==> config.mk <==
export PLATFORM = sky130hd
export DESIGN_NAME = accum_field_rotator
export DESIGN_NICKNAME = d
export VERILOG_FILES = /design/src/rtl/arot_pkg.sv /design/src/rtl/arot_field_rot.sv /design/src/rtl/arot_acc_bank.sv /design/src/rtl/arot_ctrl.sv /design/src/rtl/accum_field_rotator.sv
export SDC_FILE = /design/constraint.sdc
export NUM_CORES = 1
export LEC_CHECK = 0
export ABC_CLOCK_PERIOD_IN_PS = 2600
export BUFFER_PORTS_ARGS = -buffer_cell sky130_fd_sc_hd__buf_4
export CORE_MARGIN = 4
export CORE_UTILIZATION = 49
export CTS_CLUSTER_SIZE = 40
export DETAILED_ROUTE_END_ITERATION = 16
export PLACE_DENSITY = 0.79
export SLEW_MARGIN = 20
export SYNTH_ARGS = -nofsm -noshare
export SYNTH_HDL_FRONTEND = slang
export SYNTH_SLANG_ARGS = --single-unit
==> constraint.sdc <==
create_clock -name clk -period 2.6 [get_ports clk]
set_clock_uncertainty 0.05 [all_clocks]
set_input_delay 0.39 -clock clk [delete_from_list [all_inputs] [get_ports clk]]
set_output_delay 0.39 -clock clk [all_outputs]
set_load 0.02 [all_outputs]
==> src/rtl/arot_pkg.sv <==
package arot_pkg;
  localparam int FLAG_W = 8;
  localparam int FC = 0;
  localparam int FV = 1;
  localparam int FZ = 2;
  localparam int FN = 3;
  localparam int FU = 4;
  localparam int FE = 5;
  localparam int FL = 6;
  localparam int FS = 7;

  typedef enum logic {
    ROT_LEFT  = 1'b0,
    ROT_RIGHT = 1'b1
  } rot_dir_e;

  typedef struct packed {
    rot_dir_e dir;
    logic     dst;
    logic     lim;
  } rot_req_t;
endpackage

==> src/rtl/arot_field_rot.sv <==
module arot_field_rot #(
  parameter int W = 24
) (
  input  logic [W-1:0]       fld_i,
  input  logic               cin_i,
  input  arot_pkg::rot_dir_e dir_i,
  output logic [W-1:0]       fld_o,
  output logic               cout_o
);
  logic [W-1:0] up_w;
  logic [W-1:0] dn_w;

  generate
    for (genvar i = 0; i < W; i++) begin : g_bit
      if (i == 0) begin : g_lo
        assign up_w[i] = cin_i;
      end else begin : g_lo_n
        assign up_w[i] = fld_i[i-1];
      end
      if (i == W-1) begin : g_hi
        assign dn_w[i] = cin_i;
      end else begin : g_hi_n
        assign dn_w[i] = fld_i[i+1];
      end
    end
  endgenerate

  always_comb begin
    if (dir_i == arot_pkg::ROT_LEFT) begin
      fld_o  = up_w;
      cout_o = fld_i[W-1];
    end else begin
      fld_o  = dn_w;
      cout_o = fld_i[0];
    end
  end
endmodule

==> src/rtl/arot_acc_bank.sv <==
module arot_acc_bank #(
  parameter int NUM_ACC = 2,
  parameter int W       = 56,
  parameter int IDX_W   = (NUM_ACC > 1) ? $clog2(NUM_ACC) : 1
) (
  input  logic                        clk,
  input  logic                        rst,
  input  logic                        wr_en,
  input  logic [IDX_W-1:0]            wr_idx,
  input  logic [W-1:0]                wr_val,
  output logic [NUM_ACC-1:0][W-1:0]   acc_o
);
  generate
    for (genvar g = 0; g < NUM_ACC; g++) begin : g_acc
      always_ff @(posedge clk) begin
        if (rst) begin
          acc_o[g] <= '0;
        end else if (wr_en && (wr_idx == IDX_W'(g))) begin
          acc_o[g] <= wr_val;
        end
      end
    end
  endgenerate
endmodule

==> src/rtl/arot_ctrl.sv <==
module arot_ctrl (
  input  logic               clk,
  input  logic               rst,
  input  logic               start_i,
  input  logic               dst_i,
  input  arot_pkg::rot_dir_e dir_i,
  input  logic               lim_i,
  output logic               busy_o,
  output logic               done_o,
  output arot_pkg::rot_req_t req_o
);
  always_ff @(posedge clk) begin
    if (rst) begin
      busy_o <= 1'b0;
      done_o <= 1'b0;
      req_o  <= '0;
    end else begin
      done_o <= busy_o;
      if (busy_o) begin
        busy_o <= 1'b0;
      end else if (start_i) begin
        busy_o    <= 1'b1;
        req_o.dir <= dir_i;
        req_o.dst <= dst_i;
        req_o.lim <= lim_i;
      end
    end
  end
endmodule

==> src/rtl/accum_field_rotator.sv <==
module accum_field_rotator #(
  parameter int EXT_W = 8,
  parameter int MID_W = 24,
  parameter int LOW_W = 24
) (
  input  logic                                clk,
  input  logic                                rst,
  input  logic                                start,
  input  logic                                dst_sel,
  input  logic                                rot_right,
  input  logic                                limit_hit,
  input  logic                                acc_load,
  input  logic                                acc_load_sel,
  input  logic [EXT_W+MID_W+LOW_W-1:0]        acc_load_val,
  input  logic                                flag_load,
  input  logic [arot_pkg::FLAG_W-1:0]         flag_load_val,
  output logic                                busy,
  output logic                                done,
  output logic [EXT_W+MID_W+LOW_W-1:0]        acc_a,
  output logic [EXT_W+MID_W+LOW_W-1:0]        acc_b,
  output logic [arot_pkg::FLAG_W-1:0]         flags
);
  import arot_pkg::*;

  localparam int ACC_W  = EXT_W + MID_W + LOW_W;
  localparam int MID_LO = LOW_W;
  localparam int MID_HI = LOW_W + MID_W - 1;

  rot_req_t               req;
  logic                   dst_q;
  logic                   lim_q;
  logic [1:0][ACC_W-1:0]  bank_q;
  logic [ACC_W-1:0]       cur_acc;
  logic [ACC_W-1:0]       res_acc;
  logic [MID_W-1:0]       rot_fld;
  logic                   rot_cout;
  logic [FLAG_W-1:0]      flags_q;
  logic [FLAG_W-1:0]      flags_nx;
  logic                   idle_ld;
  logic                   wr_en;
  logic                   wr_idx;
  logic [ACC_W-1:0]       wr_val;

  arot_ctrl u_ctrl (
    .clk     (clk),
    .rst     (rst),
    .start_i (start),
    .dst_i   (dst_sel),
    .dir_i   (rot_dir_e'(rot_right)),
    .lim_i   (limit_hit),
    .busy_o  (busy),
    .done_o  (done),
    .req_o   (req)
  );

  assign dst_q   = req.dst;
  assign lim_q   = req.lim;
  assign cur_acc = bank_q[dst_q];

  arot_field_rot #(.W(MID_W)) u_rot (
    .fld_i  (cur_acc[MID_HI:MID_LO]),
    .cin_i  (flags_q[FC]),
    .dir_i  (req.dir),
    .fld_o  (rot_fld),
    .cout_o (rot_cout)
  );

  always_comb begin
    res_acc                = cur_acc;
    res_acc[MID_HI:MID_LO] = rot_fld;
  end

  always_comb begin
    flags_nx     = flags_q;
    flags_nx[FC] = rot_cout;
    flags_nx[FV] = 1'b0;
    flags_nx[FZ] = ~|rot_fld;
    flags_nx[FN] = rot_fld[MID_W-1];
    flags_nx[FL] = flags_q[FL] | req.lim;
  end

  assign idle_ld = !busy && !start;
  assign wr_en   = busy || (acc_load && idle_ld);
  assign wr_idx  = busy ? dst_q : acc_load_sel;
  assign wr_val  = busy ? res_acc : acc_load_val;

  arot_acc_bank #(.NUM_ACC(2), .W(ACC_W)) u_bank (
    .clk    (clk),
    .rst    (rst),
    .wr_en  (wr_en),
    .wr_idx (wr_idx),
    .wr_val (wr_val),
    .acc_o  (bank_q)
  );

  always_ff @(posedge clk) begin
    if (rst) begin
      flags_q <= '0;
    end else if (busy) begin
      flags_q <= flags_nx;
    end else if (flag_load && idle_ld) begin
      flags_q <= flag_load_val;
    end
  end

  assign acc_a = bank_q[0];
  assign acc_b = bank_q[1];
  assign flags = flags_q;
endmodule

==> out/qor.txt <==
Syn Nets - 665
routed vias - 5,158
1st-iter DRT viols - 491
number of synthesized flops with an enable pin - 0
Worst Tran Pin Value - 792 ps
Peak supply drop - 0.493 mV
area grow syn2layout - 39.9%
outcome - complete, no violations
leakage power - 3.07 nW
worst min path class - input port to flop
Yosys top cell by area - dfxtp_1
post-DP HPWL - 11.6 mm
WL final - 16.4 mm
Yosys top cell area share - 0.470
DRT Pass-1 Iters - 5
total grt overflow - 0
largest net degree at the start of global routing - 69
CTS Sinks - 125
Tcrit/Tclk final - 0.815
CTS root buffer - clkbuf_8
die height - 112 µm
I/O pin count - 195
initial antenna violation count - 0
Tmin final - 2120 ps
Mapped Avg Cell Area - 9.00 µm²
Max Cap Viol - 0
FP Rows - 37
diode count - 0
number of global-route vias before repair - 4,884
Ys Warns - 0
DRC violation count after routing - 0
Starting Density - 0.509
Worst Setup Start Kind - flop
slew margin rel. - 0.472
Max Clk Rate - 472 MHz
Clock Tree Buf Depth - 2
Hold WS - 55.8 ps
CTS Buf Count - 17
Worst Path Required - 3010 ps
post-CTS resize count - 0
Synth Instances - 592
Tot GR Track Use - 0.258
number of hold violations in the final report - 0
async set-reset flop share out of synthesis - 0
Commonest cells post-synth - nand2_1, dfxtp_1, nor2_1
Clk pin slew, worst setup/hold paths - 60 ps
hold-fix buffers at CTS - 0
full die area - 12,600 µm²
layout cell share with drive strength beyond 1 - 0.347
CTS tree - built
CTS HTree Levels - 4
routability congestion estimate - 0.856
setup TNS - 0 ps
first-pass GRT wire length - 26.2 mm
fin. max-slew vios - 0
PwrDens - 698 nW/µm²
worst setup path class - flop to flop
Synth area leaders - dfxtp_1, nand2_1, mux4_2
count leader, synth - nand2_1
PortBufs - 194
Post-CTS Setup Inserts - 0
Data arrival, critical path - 2530 ps
Die W - 112 µm
Seq/Total Area, Yosys - 0.470
synthesized cell area - 5330 µm²
antenna-violating nets left - 0
WL/cell - 17.9 µm
Yosys cell types - 28
core footprint - 10,500 µm²
later-pin clock latency in the skew report - 520 ps
RSZ-0062 raised after global routing - no
nets - 840
FILL cells - 803
Yosys reg bits - 125
via/cell ratio - 5.64
critical path peak fanout - 14
ys flop type - dfxtp_1
setup violators final - 0
CP endpoint kind - flop
[worst paths after layout]
path                                       start                to  slack (ps)  cells past startpoint
worst max register to register   u_ctrl.req_o[1]          flags[2]         480                      4
worst min register to register  u_bank.acc_o[67]  u_bank.acc_o[67]         400                      2
worst max-delay path             u_ctrl.req_o[1]          flags[2]         480                      4
worst min-delay path                     dst_sel   u_ctrl.req_o[1]          60                      3
[worst max-delay path: stages (launching register included)]
cell and delay (ps):
dfxtp_1 710, mux4_1 430, or4_1 520, nor2_1 170, a41o_1 180
[through the flow]
step	instance area (µm²)	total power [W]	worst slack, ps	cells	util
6_report	7450	0.00520	482	915	0.712
3_5_place_dp	6890	0.00300	488	884	0.658
3_3_place_gp	6890	0.00297	569	884	0.658
2_1_floorplan	5330	0.00263	715	592	-
5_1_grt	7450	0.00538	384	915	0.712
4_1_cts	7450	0.00521	488	915	0.712
[layout make-up]
cell class / count / area (µm²) / area share
Inverter: 2 / 7.51 / 0.00101
Tap cell: 136 / 170 / 0.0228
Timing Repair Buffer: 205 / 1580 / 0.212
Sequential cell: 125 / 2500 / 0.336
Clock inverter: 11 / 119 / 0.0160
Clock buffer: 20 / 445 / 0.0598
Multi-Input combinational cell: 416 / 2630 / 0.353
[cells in the final DEF (no fill, tap or decap)]
master / synthesis / final
buf_4: 2 / 202
clkinv_2: 0 / 4
buf_12: 0 / 3
nor3b_2: 1 / 1
nand2_1: 128 / 128
dfxtp_1: 125 / 123
nor2_1: 79 / 79
a41o_1: 1 / 1
a21o_1: 1 / 1
mux2i_1: 31 / 31
nor2b_1: 4 / 4
mux2_2: 10 / 10
nor4bb_4: 0 / 1
clkbuf_8: 0 / 3
or4b_1: 1 / 1
nand3_1: 2 / 2
clkinvlp_4: 0 / 4
or4_1: 2 / 2
nor4b_4: 0 / 1
o21ai_2: 1 / 1
nor3_1: 19 / 19
nor4_1: 4 / 4
inv_1: 2 / 2
clkbuf_1: 31 / 1
clkbuf_16: 0 / 16
mux4_2: 19 / 19
a211oi_1: 35 / 35
bufinv_16: 0 / 2
a22oi_1: 1 / 1
mux4_1: 4 / 4
dfxtp_2: 0 / 2
a21oi_1: 71 / 71
clkinv_4: 0 / 1
[power breakdown]
part / switching [W] / internal [W]
logic: 0.000446 / 0.000389
clock network: 0.000828 / 0.00140
registers: 0.000115 / 0.00202
total: 0.00139 / 0.00381
[flip-flops by register name, indices dropped and copies added (netlist names)]
name / cells
u_ctrl.done_o: 1
u_ctrl.busy_o: 1
u_ctrl.req_o: 3
flags: 8
u_bank.acc_o: 112
[layer usage]
metal  global-route usage  vias to the layer above  wire length [µm]
met4                0.116                        0               541
met1                0.317                     2428              6320
met5                    0                        -                 0
met2                0.429                      264              8120
met3               0.0642                       49              1420
li1                     -                     2417                 -
[logic make-up (layout without fill, tap and decap cells)]
logic type	Yosys count	after routing	synth area share
AND/OR/NAND/NOR	242	242	0.187
flip-flops	125	125	0.470
AO/OA/AOI/OAI	110	110	0.122
multiplexers	64	64	0.180
buffers and inverters	51	238	0.0414
(Power assumes the default switching activity.)
